--- config.mk ---
export PLATFORM = sky130hd
export DESIGN_NAME = aging_lru_tracker
export DESIGN_NICKNAME = d
export VERILOG_FILES = /design/src/rtl/aging_lru_pkg.sv /design/src/rtl/alru_ref_latch.sv /design/src/rtl/alru_age_counter.sv /design/src/rtl/alru_min_tree.sv /design/src/rtl/aging_lru_tracker.sv
export SDC_FILE = /design/constraint.sdc
export NUM_CORES = 1
export LEC_CHECK = 0
export CAP_MARGIN = 20
export CORE_ASPECT_RATIO = 2
export CORE_MARGIN = 2
export CORE_UTILIZATION = 45
export CTS_BUF_LIST = sky130_fd_sc_hd__clkbuf_4 sky130_fd_sc_hd__clkbuf_8
export CTS_CLUSTER_DIAMETER = 100
export DETAILED_ROUTE_END_ITERATION = 8
export GPL_TIMING_DRIVEN = 0
export MAX_ROUTING_LAYER = met4
export PLACE_DENSITY_LB_ADDON = 0.1
export SYNTH_ARGS = -nofsm -noshare
export SYNTH_HDL_FRONTEND = slang
export SYNTH_SLANG_ARGS = --single-unit
--- constraint.sdc ---
create_clock -name clk -period 4.8 [get_ports clk]
set_input_delay 1.44 -clock clk [delete_from_list [all_inputs] [get_ports clk]]
set_output_delay 1.44 -clock clk [all_outputs]
set_load 0.1 [all_outputs]
--- src/rtl/aging_lru_pkg.sv ---
package aging_lru_pkg;

  // Width of a frame index; at least one bit.
  function automatic int unsigned idx_width(int unsigned n);
    return (n < 2) ? 1 : $clog2(n);
  endfunction

endpackage

--- src/rtl/alru_ref_latch.sv ---
module alru_ref_latch (
  input  logic clk,
  input  logic rst_n,
  input  logic ref_i,
  input  logic tick_i,
  input  logic clr_i,
  output logic r_o
);

  logic r_q;
  logic r_d;
  logic r_en;

  // Priority: clear, then a new reference, then the tick's clear.
  always_comb begin
    r_en = clr_i | ref_i | tick_i;
    r_d  = r_q;
    if (tick_i) r_d = 1'b0;
    if (ref_i)  r_d = 1'b1;
    if (clr_i)  r_d = 1'b0;
  end

  always_ff @(posedge clk or negedge rst_n) begin
    if (!rst_n) begin
      r_q <= 1'b0;
    end else if (r_en) begin
      r_q <= r_d;
    end
  end

  assign r_o = r_q;

endmodule

--- src/rtl/alru_age_counter.sv ---
module alru_age_counter #(
  parameter int unsigned AGE_W = 8
) (
  input  logic             clk,
  input  logic             rst_n,
  input  logic             tick_i,
  input  logic             clr_i,
  input  logic             r_i,
  output logic [AGE_W-1:0] age_o
);

  logic [AGE_W-1:0] age_q;
  logic [AGE_W-1:0] age_d;
  logic             age_en;

  always_comb begin
    age_en = clr_i | tick_i;
    age_d  = age_q;
    if (tick_i) age_d = {r_i, age_q[AGE_W-1:1]};
    if (clr_i)  age_d = '0;
  end

  always_ff @(posedge clk or negedge rst_n) begin
    if (!rst_n) begin
      age_q <= '0;
    end else if (age_en) begin
      age_q <= age_d;
    end
  end

  assign age_o = age_q;

endmodule

--- src/rtl/alru_min_tree.sv ---
module alru_min_tree
  import aging_lru_pkg::*;
#(
  parameter int unsigned NUM_FRAMES = 8,
  parameter int unsigned AGE_W      = 8,
  localparam int unsigned IDX_W     = idx_width(NUM_FRAMES)
) (
  input  logic [NUM_FRAMES-1:0][AGE_W-1:0] ages_i,
  output logic [IDX_W-1:0]                 min_idx_o,
  output logic [AGE_W-1:0]                 min_age_o
);

  localparam int unsigned LEAVES = 1 << IDX_W;

  for (genvar l = 0; l <= IDX_W; l++) begin : g_lvl
    localparam int unsigned WIDTH = LEAVES >> l;
    logic [AGE_W-1:0] lv_age [WIDTH];
    logic [IDX_W-1:0] lv_idx [WIDTH];

    if (l == 0) begin : g_leaf
      for (genvar j = 0; j < WIDTH; j++) begin : g_in
        if (j < NUM_FRAMES) begin : g_real
          assign lv_age[j] = ages_i[j];
        end else begin : g_pad
          assign lv_age[j] = '1;
        end
        assign lv_idx[j] = IDX_W'(j);
      end
    end else begin : g_node
      for (genvar j = 0; j < WIDTH; j++) begin : g_cmp
        logic take_right;
        // Left child always carries lower indices: keep it on a tie.
        assign take_right = g_lvl[l-1].lv_age[2*j+1] < g_lvl[l-1].lv_age[2*j];
        assign lv_age[j]  = take_right ? g_lvl[l-1].lv_age[2*j+1] : g_lvl[l-1].lv_age[2*j];
        assign lv_idx[j]  = take_right ? g_lvl[l-1].lv_idx[2*j+1] : g_lvl[l-1].lv_idx[2*j];
      end
    end
  end

  assign min_idx_o = g_lvl[IDX_W].lv_idx[0];
  assign min_age_o = g_lvl[IDX_W].lv_age[0];

endmodule

--- src/rtl/aging_lru_tracker.sv ---
module aging_lru_tracker
  import aging_lru_pkg::*;
#(
  parameter int unsigned NUM_FRAMES = 8,
  parameter int unsigned AGE_W      = 8,
  localparam int unsigned IDX_W     = idx_width(NUM_FRAMES)
) (
  input  logic                  clk,
  input  logic                  rst_n,
  input  logic [NUM_FRAMES-1:0] ref_i,
  input  logic                  tick_i,
  input  logic [NUM_FRAMES-1:0] frame_clr_i,
  input  logic                  victim_req_i,
  output logic                  victim_vld_o,
  output logic [IDX_W-1:0]      victim_idx_o
);

  logic [NUM_FRAMES-1:0]            r_vec;
  logic [NUM_FRAMES-1:0][AGE_W-1:0] age_vec;
  logic [IDX_W-1:0]                 min_idx;
  logic [AGE_W-1:0]                 min_age;

  for (genvar f = 0; f < NUM_FRAMES; f++) begin : g_frame
    alru_ref_latch u_rlat (
      .clk    (clk),
      .rst_n  (rst_n),
      .ref_i  (ref_i[f]),
      .tick_i (tick_i),
      .clr_i  (frame_clr_i[f]),
      .r_o    (r_vec[f])
    );

    alru_age_counter #(.AGE_W(AGE_W)) u_age (
      .clk    (clk),
      .rst_n  (rst_n),
      .tick_i (tick_i),
      .clr_i  (frame_clr_i[f]),
      .r_i    (r_vec[f]),
      .age_o  (age_vec[f])
    );
  end

  alru_min_tree #(.NUM_FRAMES(NUM_FRAMES), .AGE_W(AGE_W)) u_min (
    .ages_i    (age_vec),
    .min_idx_o (min_idx),
    .min_age_o (min_age)
  );

  // Victim result register
  logic             vld_q, vld_d;
  logic [IDX_W-1:0] idx_q, idx_d;

  always_comb begin
    vld_d = victim_req_i;
    idx_d = idx_q;
    if (victim_req_i) idx_d = min_idx;
  end

  always_ff @(posedge clk or negedge rst_n) begin
    if (!rst_n) begin
      vld_q <= 1'b0;
    end else begin
      vld_q <= vld_d;
    end
  end

  always_ff @(posedge clk or negedge rst_n) begin
    if (!rst_n) begin
      idx_q <= '0;
    end else if (victim_req_i) begin
      idx_q <= idx_d;
    end
  end

  assign victim_vld_o = vld_q;
  assign victim_idx_o = idx_q;

endmodule

==> impl_metrics.ini, run 1 <==
[outcome]
outcome = finished, violations left
violations = negative setup slack

[power]
ir_worst_vdd_v = 0.000186
power_leakage_nw = 2.86
power-per-cell-area_nw_per_um2 = 305

[floorplan]
floorplan.initialDensity = 0.462
num_io_pins = 24
floorplan.rows = 53
design.core.area_um2 = 10500
vertical_die_dimension_um = 151
die_x_um = 77.3
die_area_um2 = 11700

[synth]
yosys_most_used_dff = sky130_fd_sc_hd__dfrtp_1
fraction_of_synthesized_cell_area_taken_by_the_top_area_cell_type = 0.393
netlist.top_cell.by_area = sky130_fd_sc_hd__dfrtp_1
cell_area_after_synthesis_um2 = 4840
synth_seq_area_share = 0.393
yosys.cell_types.count = 41
mappedNetlistNets = 561
yosys_warnings = 0
synth_enable_flop_cells = 0
ys_seq_elements = 76
netlist_top_cells_area = sky130_fd_sc_hd__dfrtp_1 39%, sky130_fd_sc_hd__mux2i_1 15%, sky130_fd_sc_hd__ha_1 13%
syn_avg_cell_area_um2 = 9.84
async_flop_share = 1.00
postSynthCellCount = 492

[layout]
n_antenna_cell = 0
drive_above_1_share = 0.216
register_area_um2 = 1900
fin_util = 0.570
multi_input_area_um2 = 3000
fillCellCount = 983
area_growth_syn_to_layout_pct = 23.3
nets = 620

[critical_path]
critical_path.max_fanout = 8
number_of_buffers_and_inverters_on_the_critical_path = 4
cp-start-kind = flop
reg2regPathDepth = 25
kind_of_cell_with_the_highest_combined_delay_on_the_critical_path = compound AO/OA/AOI/OAI gates
required_time_of_the_critical_path_ns = 5.09
critPathKind = flop to flop
flop_to_flop_setup_slack_ns = -0.004
arrival_ns = 5.10
critPathSlowestCell = sky130_fd_sc_hd__dfrtp_1
r2r-start = g_frame[6].u_age.age_o[1]$_DFFE_PN0P_
critical_path.max_stage_delay_ns = 0.42
r2r-end = victim_idx_o[1]$_DFFE_PN0P_
endpoint_type_of_the_worst_setup_path = flop

[route]
route.detailed.wl_per_inst_um = 16.9
ant_nets = 0
dr.first_iter.drc_count = 203
detail_route.vias_per_cell = 5.41
drt_pass1_iterations = 4
sum_of_routed_wire_length_over_all_layers_um = 11700
dr_total_vias = 3746
drc = 0

[sta]
tightestPinTransition_ns = 1.03
min_period_ns = 4.80
final_skew_ns = 0.0107
timing.setup.tns_ns = -0.00418
worst_case_setup_margin_in_the_final_layout_ns = -0.00418
rsz0062_at_grt = yes
final.period_utilization = 1.00
finalSetupViolCount = 1
clock.fmax_mhz = 208
final-hold-violation-count = 0
slew_viol_final = 0
timing.max_slew.rel_slack = 0.314

[place]
gpl.final_weighted_congestion = 0.830
placement.io_buffers = 14
post-dp-hpwl_um = 8600

[global_routing]
number_of_global_route_vias_before_repair = 3864
groute.usage.overall = 0.214
overflow = 0
initial_antenna_violation_count = 0
grt_pass1_wl_um = 18700
grt_max_degree = 42

[cts]
cts_num_sinks = 76
clock_tree.buffer_depth = 2
cts-root-buf = sky130_fd_sc_hd__clkbuf_8
cts.reportedPaths.clkPinSlew_ns = 0.09
clock_latency_ns = 0.37
cts_buffers = 9
tritoncts = done
cts-htree-levels = 3

[run]
max_cap_viol_count = 0

[hold_path]
worst_hold_startpoint = victim_idx_o[0]$_DFFE_PN0P_
worstHoldEndpoint = victim_idx_o[0]$_DFFE_PN0P_
worst_hold_path.num_cells = 2
min-delay-path-class = flop to flop
## where the power goes
group	internal [mW]	switching, mW	leakage [nW]
Sequential	0.661	0.0148	1.04
Clock	0.295	0.265	0.102
Combinational	0.258	0.328	1.72
## cells in the final DEF, fill, tap and decap left out, drive strengths merged, types with 6 or more instances in the layout
cell type and n:
mux2i 72, a21oi 33, buf 47, nand2b 6, inv 35, mux2 11, o21a 13, dfrtp 76
ha 49, nand4 7, nor2 90, clkbuf 16, o21ai 24, nand2 27, clkdlybuf4s50 13
## cells by family after synthesis
logic type / after synthesis / synth area share
compound gates: 91 / 0.140
fa+ha+maj: 49 / 0.127
buf+inv: 53 / 0.0419
flops: 76 / 0.393
mux: 83 / 0.178
simple gates: 140 / 0.121
## Yosys cell counts (3+ instances only)
master	number
sky130_fd_sc_hd__a21o_1	3
sky130_fd_sc_hd__a21oi_1	31
sky130_fd_sc_hd__buf_1	9
sky130_fd_sc_hd__buf_2	3
sky130_fd_sc_hd__clkbuf_1	7
sky130_fd_sc_hd__dfrtp_1	76
sky130_fd_sc_hd__ha_1	49
sky130_fd_sc_hd__inv_1	34
sky130_fd_sc_hd__mux2_2	7
sky130_fd_sc_hd__mux2_4	4
sky130_fd_sc_hd__mux2i_1	72
sky130_fd_sc_hd__nand2_1	27
sky130_fd_sc_hd__nand2b_1	6
sky130_fd_sc_hd__nand3_1	3
sky130_fd_sc_hd__nand4_1	7
sky130_fd_sc_hd__nor2_1	90
sky130_fd_sc_hd__o21a_1	13
sky130_fd_sc_hd__o21ai_0	13
sky130_fd_sc_hd__o21ai_1	10
## how the worst max path moves through the flow
stage                                                from                          end  slack, ns  depth (start not counted)
floorplan           g_frame[6].u_age.age_o[1]$_DFFE_PN0P_  victim_idx_o[1]$_DFFE_PN0P_      0.002                         24
global placement    g_frame[6].u_age.age_o[1]$_DFFE_PN0P_  victim_idx_o[1]$_DFFE_PN0P_      -0.64                         23
detailed placement  g_frame[6].u_age.age_o[1]$_DFFE_PN0P_  victim_idx_o[1]$_DFFE_PN0P_      -0.68                         23
CTS                 g_frame[6].u_age.age_o[1]$_DFFE_PN0P_  victim_idx_o[1]$_DFFE_PN0P_       0.02                         24
global route        g_frame[6].u_age.age_o[1]$_DFFE_PN0P_  victim_idx_o[1]$_DFFE_PN0P_      -0.26                         23
finish              g_frame[6].u_age.age_o[1]$_DFFE_PN0P_  victim_idx_o[1]$_DFFE_PN0P_     -0.004                         25
## metrics by stage
stage | std cells | total power [mW] | cell area, µm² | hold WS (ns) | setup WS [ns]
2_1_floorplan | 492 | 1.03 | 4840 | 0.481 | 0.00178
3_3_place_gp | 643 | 1.13 | 5150 | 0.497 | -0.637
3_5_place_dp | 644 | 1.14 | 5170 | 0.504 | -0.685
6_report | 693 | 1.82 | 5970 | 0.518 | -0.00418
4_1_cts | 671 | 1.74 | 5540 | 0.523 | 0.0163
5_1_grt | 693 | 1.91 | 5970 | 0.542 | -0.258
## timing repair
item / in CTS / in global routing
setup endpoints to repair: 3 / 3
hold buffers: 0 / 0
resized for setup: 19 / 55
cloned: 0 / 2
pin swaps: 9 / 30
setup buffers: 11 / 20
## worst register-to-register path, cell delays in order (launching register included)
cell and delay, ns:
sky130_fd_sc_hd__dfrtp_1 0.42, sky130_fd_sc_hd__inv_2 0.10, sky130_fd_sc_hd__ha_4 0.20, sky130_fd_sc_hd__a2111o_1 0.41, sky130_fd_sc_hd__and3b_2 0.23, sky130_fd_sc_hd__nor2_4 0.18, sky130_fd_sc_hd__buf_6 0.14, sky130_fd_sc_hd__buf_6 0.10
sky130_fd_sc_hd__o21ai_4 0.06, sky130_fd_sc_hd__ha_4 0.22, sky130_fd_sc_hd__a21o_1 0.17, sky130_fd_sc_hd__a21o_1 0.18, sky130_fd_sc_hd__a21oi_2 0.20, sky130_fd_sc_hd__o21ai_4 0.09, sky130_fd_sc_hd__buf_6 0.14, sky130_fd_sc_hd__nand2_2 0.07
sky130_fd_sc_hd__o21a_1 0.16, sky130_fd_sc_hd__ha_4 0.21, sky130_fd_sc_hd__a21oi_2 0.13, sky130_fd_sc_hd__nor2b_2 0.05, sky130_fd_sc_hd__o21ai_1 0.14, sky130_fd_sc_hd__nand2b_1 0.13, sky130_fd_sc_hd__a2111oi_4 0.34, sky130_fd_sc_hd__a41oi_2 0.18
sky130_fd_sc_hd__mux2_4 0.33, sky130_fd_sc_hd__a21oi_2 0.12
## flip-flops by register name, indices dropped and copies added, names as in the netlist
signal and flops:
victim_vld_o 1, g_frame.u_rlat.r_o 8, victim_idx_o 3, g_frame.u_age.age_o 64
## layout make-up
class                      instances  area share
timing repair buffer              48      0.0734
clock inverter                     7      0.0168
clock buffer                       9      0.0208
tap                              137      0.0287
inverter                          34      0.0214
buffer                            19      0.0176
sequential                        76       0.319
multi-input combinational        363       0.503
## per-layer routing
metal,GRT usage,wire length (µm),vias up
li1,-,-,1836
met1,0.212,4340,1829
met2,0.395,6620,50
met3,0.0414,278,31
met4,0.107,497,0
met5,-,0,-
No activity file was read; power rests on OpenSTA's default activity.
==> run 2: changes to the inputs <==
--- a/config.mk
+++ b/config.mk
@@ -12,7 +12,6 @@
 export CTS_BUF_LIST = sky130_fd_sc_hd__clkbuf_4 sky130_fd_sc_hd__clkbuf_8
 export CTS_CLUSTER_DIAMETER = 100
 export DETAILED_ROUTE_END_ITERATION = 8
-export GPL_TIMING_DRIVEN = 0
 export MAX_ROUTING_LAYER = met4
 export PLACE_DENSITY_LB_ADDON = 0.1
 export SYNTH_ARGS = -nofsm -noshare
==> impl_metrics.ini, run 2 (synthesized netlist as in run 1, its figures left out) <==
[cts]
cts_buffers = 9
cts-root-buf = sky130_fd_sc_hd__clkbuf_8
cts.reportedPaths.clkPinSlew_ns = 0.08
cts_num_sinks = 76
clock_latency_ns = 0.36
tritoncts = done
clock_tree.buffer_depth = 2
cts-htree-levels = 3
holdBufCountCts = 0

[route]
route.detailed.wl_per_inst_um = 16.4
sum_of_routed_wire_length_over_all_layers_um = 11400
dr.first_iter.drc_count = 160
dr_total_vias = 3740
drt_pass1_iterations = 4
ant_nets = 0
drc = 0
detail_route.vias_per_cell = 5.38

[critical_path]
required_time_of_the_critical_path_ns = 5.09
flop_to_flop_setup_slack_ns = 0.25
critPathKind = flop to flop
critical_path.max_fanout = 6
arrival_ns = 4.84
cp-start-kind = flop
endpoint_type_of_the_worst_setup_path = flop

[place]
placement.io_buffers = 23
gpl.final_weighted_congestion = 0.835
post-dp-hpwl_um = 8260

[power]
power_switching_share = 0.312
power_leakage_nw = 2.91
power.switching_mw = 0.569
ir_worst_vdd_v = 0.000182
power_frac_clock = 0.330
power-per-cell-area_nw_per_um2 = 307
power.share.combinational = 0.300
power_frac_seq = 0.370
p_int_mw = 1.26

[global_routing]
initial_antenna_violation_count = 0
groute.usage.overall = 0.212
grt_pass1_wl_um = 18500
number_of_global_route_vias_before_repair = 3918
grt_max_degree = 77
overflow = 0

[layout]
fin_util = 0.567
drive_above_1_share = 0.210
largest_register_ff_count = 64
register_area_um2 = 1900
final_cell_mix = 89 x sky130_fd_sc_hd__nor2_1, 76 x sky130_fd_sc_hd__dfrtp_1, 67 x sky130_fd_sc_hd__mux2i_1
layout_commonest_cell = sky130_fd_sc_hd__nor2_1
nets = 623
fillCellCount = 995
n_antenna_cell = 0
multi_input_area_um2 = 2910
area_growth_syn_to_layout_pct = 22.8

[sta]
final_skew_ns = 0.0106
hold_ws_ns = 0.516
timing.max_slew.rel_slack = 0.343
slew_viol_final = 0
min_period_ns = 4.55
final.period_utilization = 0.948
finalSetupViolCount = 0
final-hold-violation-count = 0
clock.fmax_mhz = 220
tightestPinTransition_ns = 0.983

[floorplan]
vertical_die_dimension_um = 151
design.core.area_um2 = 10500
die_x_um = 77.3
die_area_um2 = 11700
floorplan.initialDensity = 0.462
num_io_pins = 24
floorplan.rows = 53

[hold_path]
min-delay-path-class = flop to flop

[outcome]
outcome = complete, no violations

[run]
max_cap_viol_count = 0
-- run 2: what timing repair did --
action	4_1_cts	5_1_grt
pin swaps	2	18
resized for setup	3	43
cloned	0	3
setup buffers	1	13
setup endpoints to repair	2	3
-- run 2: worst paths after layout --
kind / end / startpoint / depth (start not counted)
max in group asynchronous: g_frame[5].u_age.age_o[7]$_DFFE_PN0P_ / rst_n / 1
worst min register to register: g_frame[3].u_rlat.r_o$_DFFE_PN0P_ / g_frame[3].u_rlat.r_o$_DFFE_PN0P_ / 2
min in group asynchronous: g_frame[6].u_age.age_o[2]$_DFFE_PN0P_ / rst_n / 1
worst max-delay path: victim_idx_o[1]$_DFFE_PN0P_ / g_frame[0].u_age.age_o[3]$_DFFE_PN0P_ / 22
worst max register to register: victim_idx_o[1]$_DFFE_PN0P_ / g_frame[0].u_age.age_o[3]$_DFFE_PN0P_ / 22
worst min-delay path: g_frame[3].u_rlat.r_o$_DFFE_PN0P_ / g_frame[3].u_rlat.r_o$_DFFE_PN0P_ / 2
-- run 2: critical path: stages, from the launching register on --
cell and delay [ns]:
sky130_fd_sc_hd__dfrtp_1 0.39, sky130_fd_sc_hd__inv_1 0.09, sky130_fd_sc_hd__ha_1 0.21, sky130_fd_sc_hd__a2111o_1 0.43
sky130_fd_sc_hd__a211oi_4 0.36, sky130_fd_sc_hd__buf_6 0.17, sky130_fd_sc_hd__nor2_1 0.04, sky130_fd_sc_hd__a21oi_1 0.21
sky130_fd_sc_hd__ha_1 0.28, sky130_fd_sc_hd__nand4_1 0.13, sky130_fd_sc_hd__nor2_1 0.07, sky130_fd_sc_hd__o21ai_1 0.15
sky130_fd_sc_hd__nand2_2 0.15, sky130_fd_sc_hd__o21ai_2 0.22, sky130_fd_sc_hd__ha_4 0.24, sky130_fd_sc_hd__a21oi_1 0.15
sky130_fd_sc_hd__nor2b_1 0.06, sky130_fd_sc_hd__o21ai_1 0.13, sky130_fd_sc_hd__nand2b_1 0.13, sky130_fd_sc_hd__a2111oi_4 0.23
sky130_fd_sc_hd__a41oi_2 0.20, sky130_fd_sc_hd__mux2_4 0.34, sky130_fd_sc_hd__a21oi_2 0.13
-- run 2: power groups by stage --
stage / clock (mW) / sequential [mW] / combinational [mW]
detailed placement: 0 / 0.688 / 0.478
global placement: 0 / 0.689 / 0.467
CTS: 0.619 / 0.676 / 0.483
finish: 0.602 / 0.675 / 0.547
floorplan: 0 / 0.766 / 0.262
global route: 0.643 / 0.678 / 0.593
-- run 2: cell type report --
| cell class | count | area share |
|---|---|---|
| multi-input combinational | 364 | 0.489 |
| sequential | 76 | 0.320 |
| timing repair buffer | 69 | 0.100 |
| tap | 137 | 0.0288 |
| clock buffer | 11 | 0.0244 |
| inverter | 34 | 0.0215 |
| clock inverter | 4 | 0.0164 |
-- run 2: layer usage --
metal  wire length, µm  vias up  part of all wire  GRT usage
met2              6550       41              0.58      0.406
met1              4290     1828              0.38      0.206
met4               354        0             0.031     0.0929
li1                  -     1846                 -          -
met3               192       25             0.017     0.0312
met5                 0        -                 0          -
-- run 2: metrics by stage --
stage / instances / worst slack [ns] / TNS, ns / instance area, µm² / total power [mW]
2_1_floorplan: 492 / 0.00178 / 0 / 4840 / 1.03
3_3_place_gp: 663 / 0.0887 / 0 / 5390 / 1.16
3_5_place_dp: 663 / -0.0175 / -0.0266 / 5390 / 1.17
4_1_cts: 679 / 0.00377 / 0 / 5650 / 1.78
5_1_grt: 695 / -0.0674 / -0.117 / 5940 / 1.91
6_report: 695 / 0.248 / 0 / 5940 / 1.82
==> run 3: changes to the inputs <==
--- a/config.mk
+++ b/config.mk
@@ -6,9 +6,9 @@
 export NUM_CORES = 1
 export LEC_CHECK = 0
 export CAP_MARGIN = 20
-export CORE_ASPECT_RATIO = 2
+export CORE_ASPECT_RATIO = 0.6
 export CORE_MARGIN = 2
-export CORE_UTILIZATION = 45
+export CORE_UTILIZATION = 35
 export CTS_BUF_LIST = sky130_fd_sc_hd__clkbuf_4 sky130_fd_sc_hd__clkbuf_8
 export CTS_CLUSTER_DIAMETER = 100
 export DETAILED_ROUTE_END_ITERATION = 8
==> impl_metrics.ini, run 3 (synthesized netlist as in run 1, its figures left out) <==
[run]
max_cap_viol_count = 0

[power]
ir_worst_vdd_v = 0.000141
power.total_mw = 1.88
power-per-cell-area_nw_per_um2 = 299
power_leakage_nw = 3.08

[cts]
clock_tree.buffer_depth = 2
tritoncts = done
cts-htree-levels = 3
cts_num_sinks = 76
cts_buffers = 9
clock_latency_ns = 0.37
holdBufCountCts = 0
cts.reportedPaths.clkPinSlew_ns = 0.08
cts-root-buf = sky130_fd_sc_hd__clkbuf_8

[route]
detail_route.vias_per_cell = 4.98
ant_nets = 0
sum_of_routed_wire_length_over_all_layers_um = 11700
drc = 0
dr_total_vias = 3796
dr.first_iter.drc_count = 172
drt_pass1_iterations = 4
route.detailed.wl_per_inst_um = 15.4

[critical_path]
critPathKind = flop to flop
cp-start-kind = flop
arrival_ns = 4.91
required_time_of_the_critical_path_ns = 5.07
endpoint_type_of_the_worst_setup_path = flop
critical_path.max_fanout = 7

[sta]
slew_viol_final = 0
timing.setup.tns_ns = 0
final-hold-violation-count = 0
final.period_utilization = 0.966
worst_case_setup_margin_in_the_final_layout_ns = 0.162
final_skew_ns = 0.00985
finalSetupViolCount = 0
clock.fmax_mhz = 216
min_period_ns = 4.64
timing.max_slew.rel_slack = 0.350
hold_ws_ns = 0.510
tightestPinTransition_ns = 0.972

[global_routing]
groute.usage.overall = 0.168
initial_antenna_violation_count = 0
number_of_global_route_vias_before_repair = 3682
grt_max_degree = 55
grt_pass1_wl_um = 18600
overflow = 0

[layout]
area_growth_syn_to_layout_pct = 30.2
drive_above_1_share = 0.262
largest_register_ff_count = 64
nets = 653
n_antenna_cell = 0
layout_commonest_cell = sky130_fd_sc_hd__nor2_1
final_cell_mix = 89 x sky130_fd_sc_hd__nor2_1, 76 x sky130_fd_sc_hd__dfrtp_1, 70 x sky130_fd_sc_hd__buf_4

[floorplan]
die_x_um = 156
design.core.area_um2 = 13600
num_io_pins = 24
floorplan.rows = 33
floorplan.initialDensity = 0.356
vertical_die_dimension_um = 95.1
die_area_um2 = 14800

[place]
post-dp-hpwl_um = 8580
gpl.final_weighted_congestion = 0.885
placement.io_buffers = 23
placement.setup.worst_slack_ns = -0.159

[outcome]
outcome = complete, no violations

[hold_path]
min-delay-path-class = flop to flop
==> run 3: metrics by stage <==
step                      std cells   util  area (µm²)
final                           763  0.464        6300
after global routing            763  0.464        6300
after CTS                       743  0.436        5920
after detailed placement        722  0.412        5590
after global placement          722  0.412        5590
after floorplan                 492      -        4840
==> run 3: final cells by class <==
cell class	count	area, µm²
Multi-Input combinational cell	363	2970
Timing Repair Buffer	100	846
Clock inverter	4	97.6
Inverter	34	128
Tap cell	175	219
Sequential cell	76	1900
Fill cell	1299	7280
Clock buffer	11	145
==> run 3: power breakdown <==
| group | internal (mW) | total (mW) | switching [mW] |
|---|---|---|---|
| sequential | 0.661 | 0.673 | 0.0125 |
| clock | 0.363 | 0.614 | 0.251 |
| combinational | 0.270 | 0.597 | 0.327 |
==> run 3: critical path: stages, from the launching register on <==
cell and delay (ns):
sky130_fd_sc_hd__dfrtp_1 0.41, sky130_fd_sc_hd__inv_2 0.09, sky130_fd_sc_hd__ha_4 0.20, sky130_fd_sc_hd__a2111o_1 0.43, sky130_fd_sc_hd__and3b_2 0.26, sky130_fd_sc_hd__nor2_4 0.12
sky130_fd_sc_hd__buf_6 0.15, sky130_fd_sc_hd__nand2_2 0.06, sky130_fd_sc_hd__o21ai_2 0.07, sky130_fd_sc_hd__ha_1 0.27, sky130_fd_sc_hd__a21o_1 0.18, sky130_fd_sc_hd__a21o_1 0.18
sky130_fd_sc_hd__a21oi_2 0.19, sky130_fd_sc_hd__o21ai_4 0.12, sky130_fd_sc_hd__buf_6 0.14, sky130_fd_sc_hd__o21a_1 0.18, sky130_fd_sc_hd__ha_2 0.18, sky130_fd_sc_hd__a21oi_2 0.13
sky130_fd_sc_hd__nor2b_1 0.05, sky130_fd_sc_hd__o21ai_1 0.13, sky130_fd_sc_hd__nand2b_1 0.13, sky130_fd_sc_hd__a2111oi_4 0.22, sky130_fd_sc_hd__a41oi_2 0.22, sky130_fd_sc_hd__buf_4 0.19
sky130_fd_sc_hd__o311ai_2 0.23
==> run 3: repair_timing <==
| item | 4_1_cts | 5_1_grt |
|---|---|---|
| setup buffers | 6 | 20 |
| setup endpoints to repair | 3 | 3 |
| gates cloned | 0 | 1 |
| resized for setup | 10 | 53 |
| pin swaps | 5 | 32 |
==> run 3: layer usage <==
metal  wire length (µm)  up-vias  GRT usage
met5                  0        -          -
met4                135        0     0.0459
met3                398       14     0.0341
met2               4490       63      0.224
met1               6700     1809      0.254
li1                   -     1910          -
==> run 3: worst paths after layout <==
path,endpoint,slack (ns),startpoint,depth (start not counted)
worst min-delay path,victim_idx_o[0]$_DFFE_PN0P_,0.51,victim_idx_o[0]$_DFFE_PN0P_,2
worst min register to register,victim_idx_o[0]$_DFFE_PN0P_,0.51,victim_idx_o[0]$_DFFE_PN0P_,2
min in group asynchronous,g_frame[0].u_age.age_o[5]$_DFFE_PN0P_,1.11,rst_n,1
worst max register to register,victim_idx_o[0]$_DFFE_PN0P_,0.16,g_frame[6].u_age.age_o[1]$_DFFE_PN0P_,24
worst max-delay path,victim_idx_o[0]$_DFFE_PN0P_,0.16,g_frame[6].u_age.age_o[1]$_DFFE_PN0P_,24
max in group asynchronous,g_frame[7].u_age.age_o[5]$_DFFE_PN0P_,2.88,rst_n,2
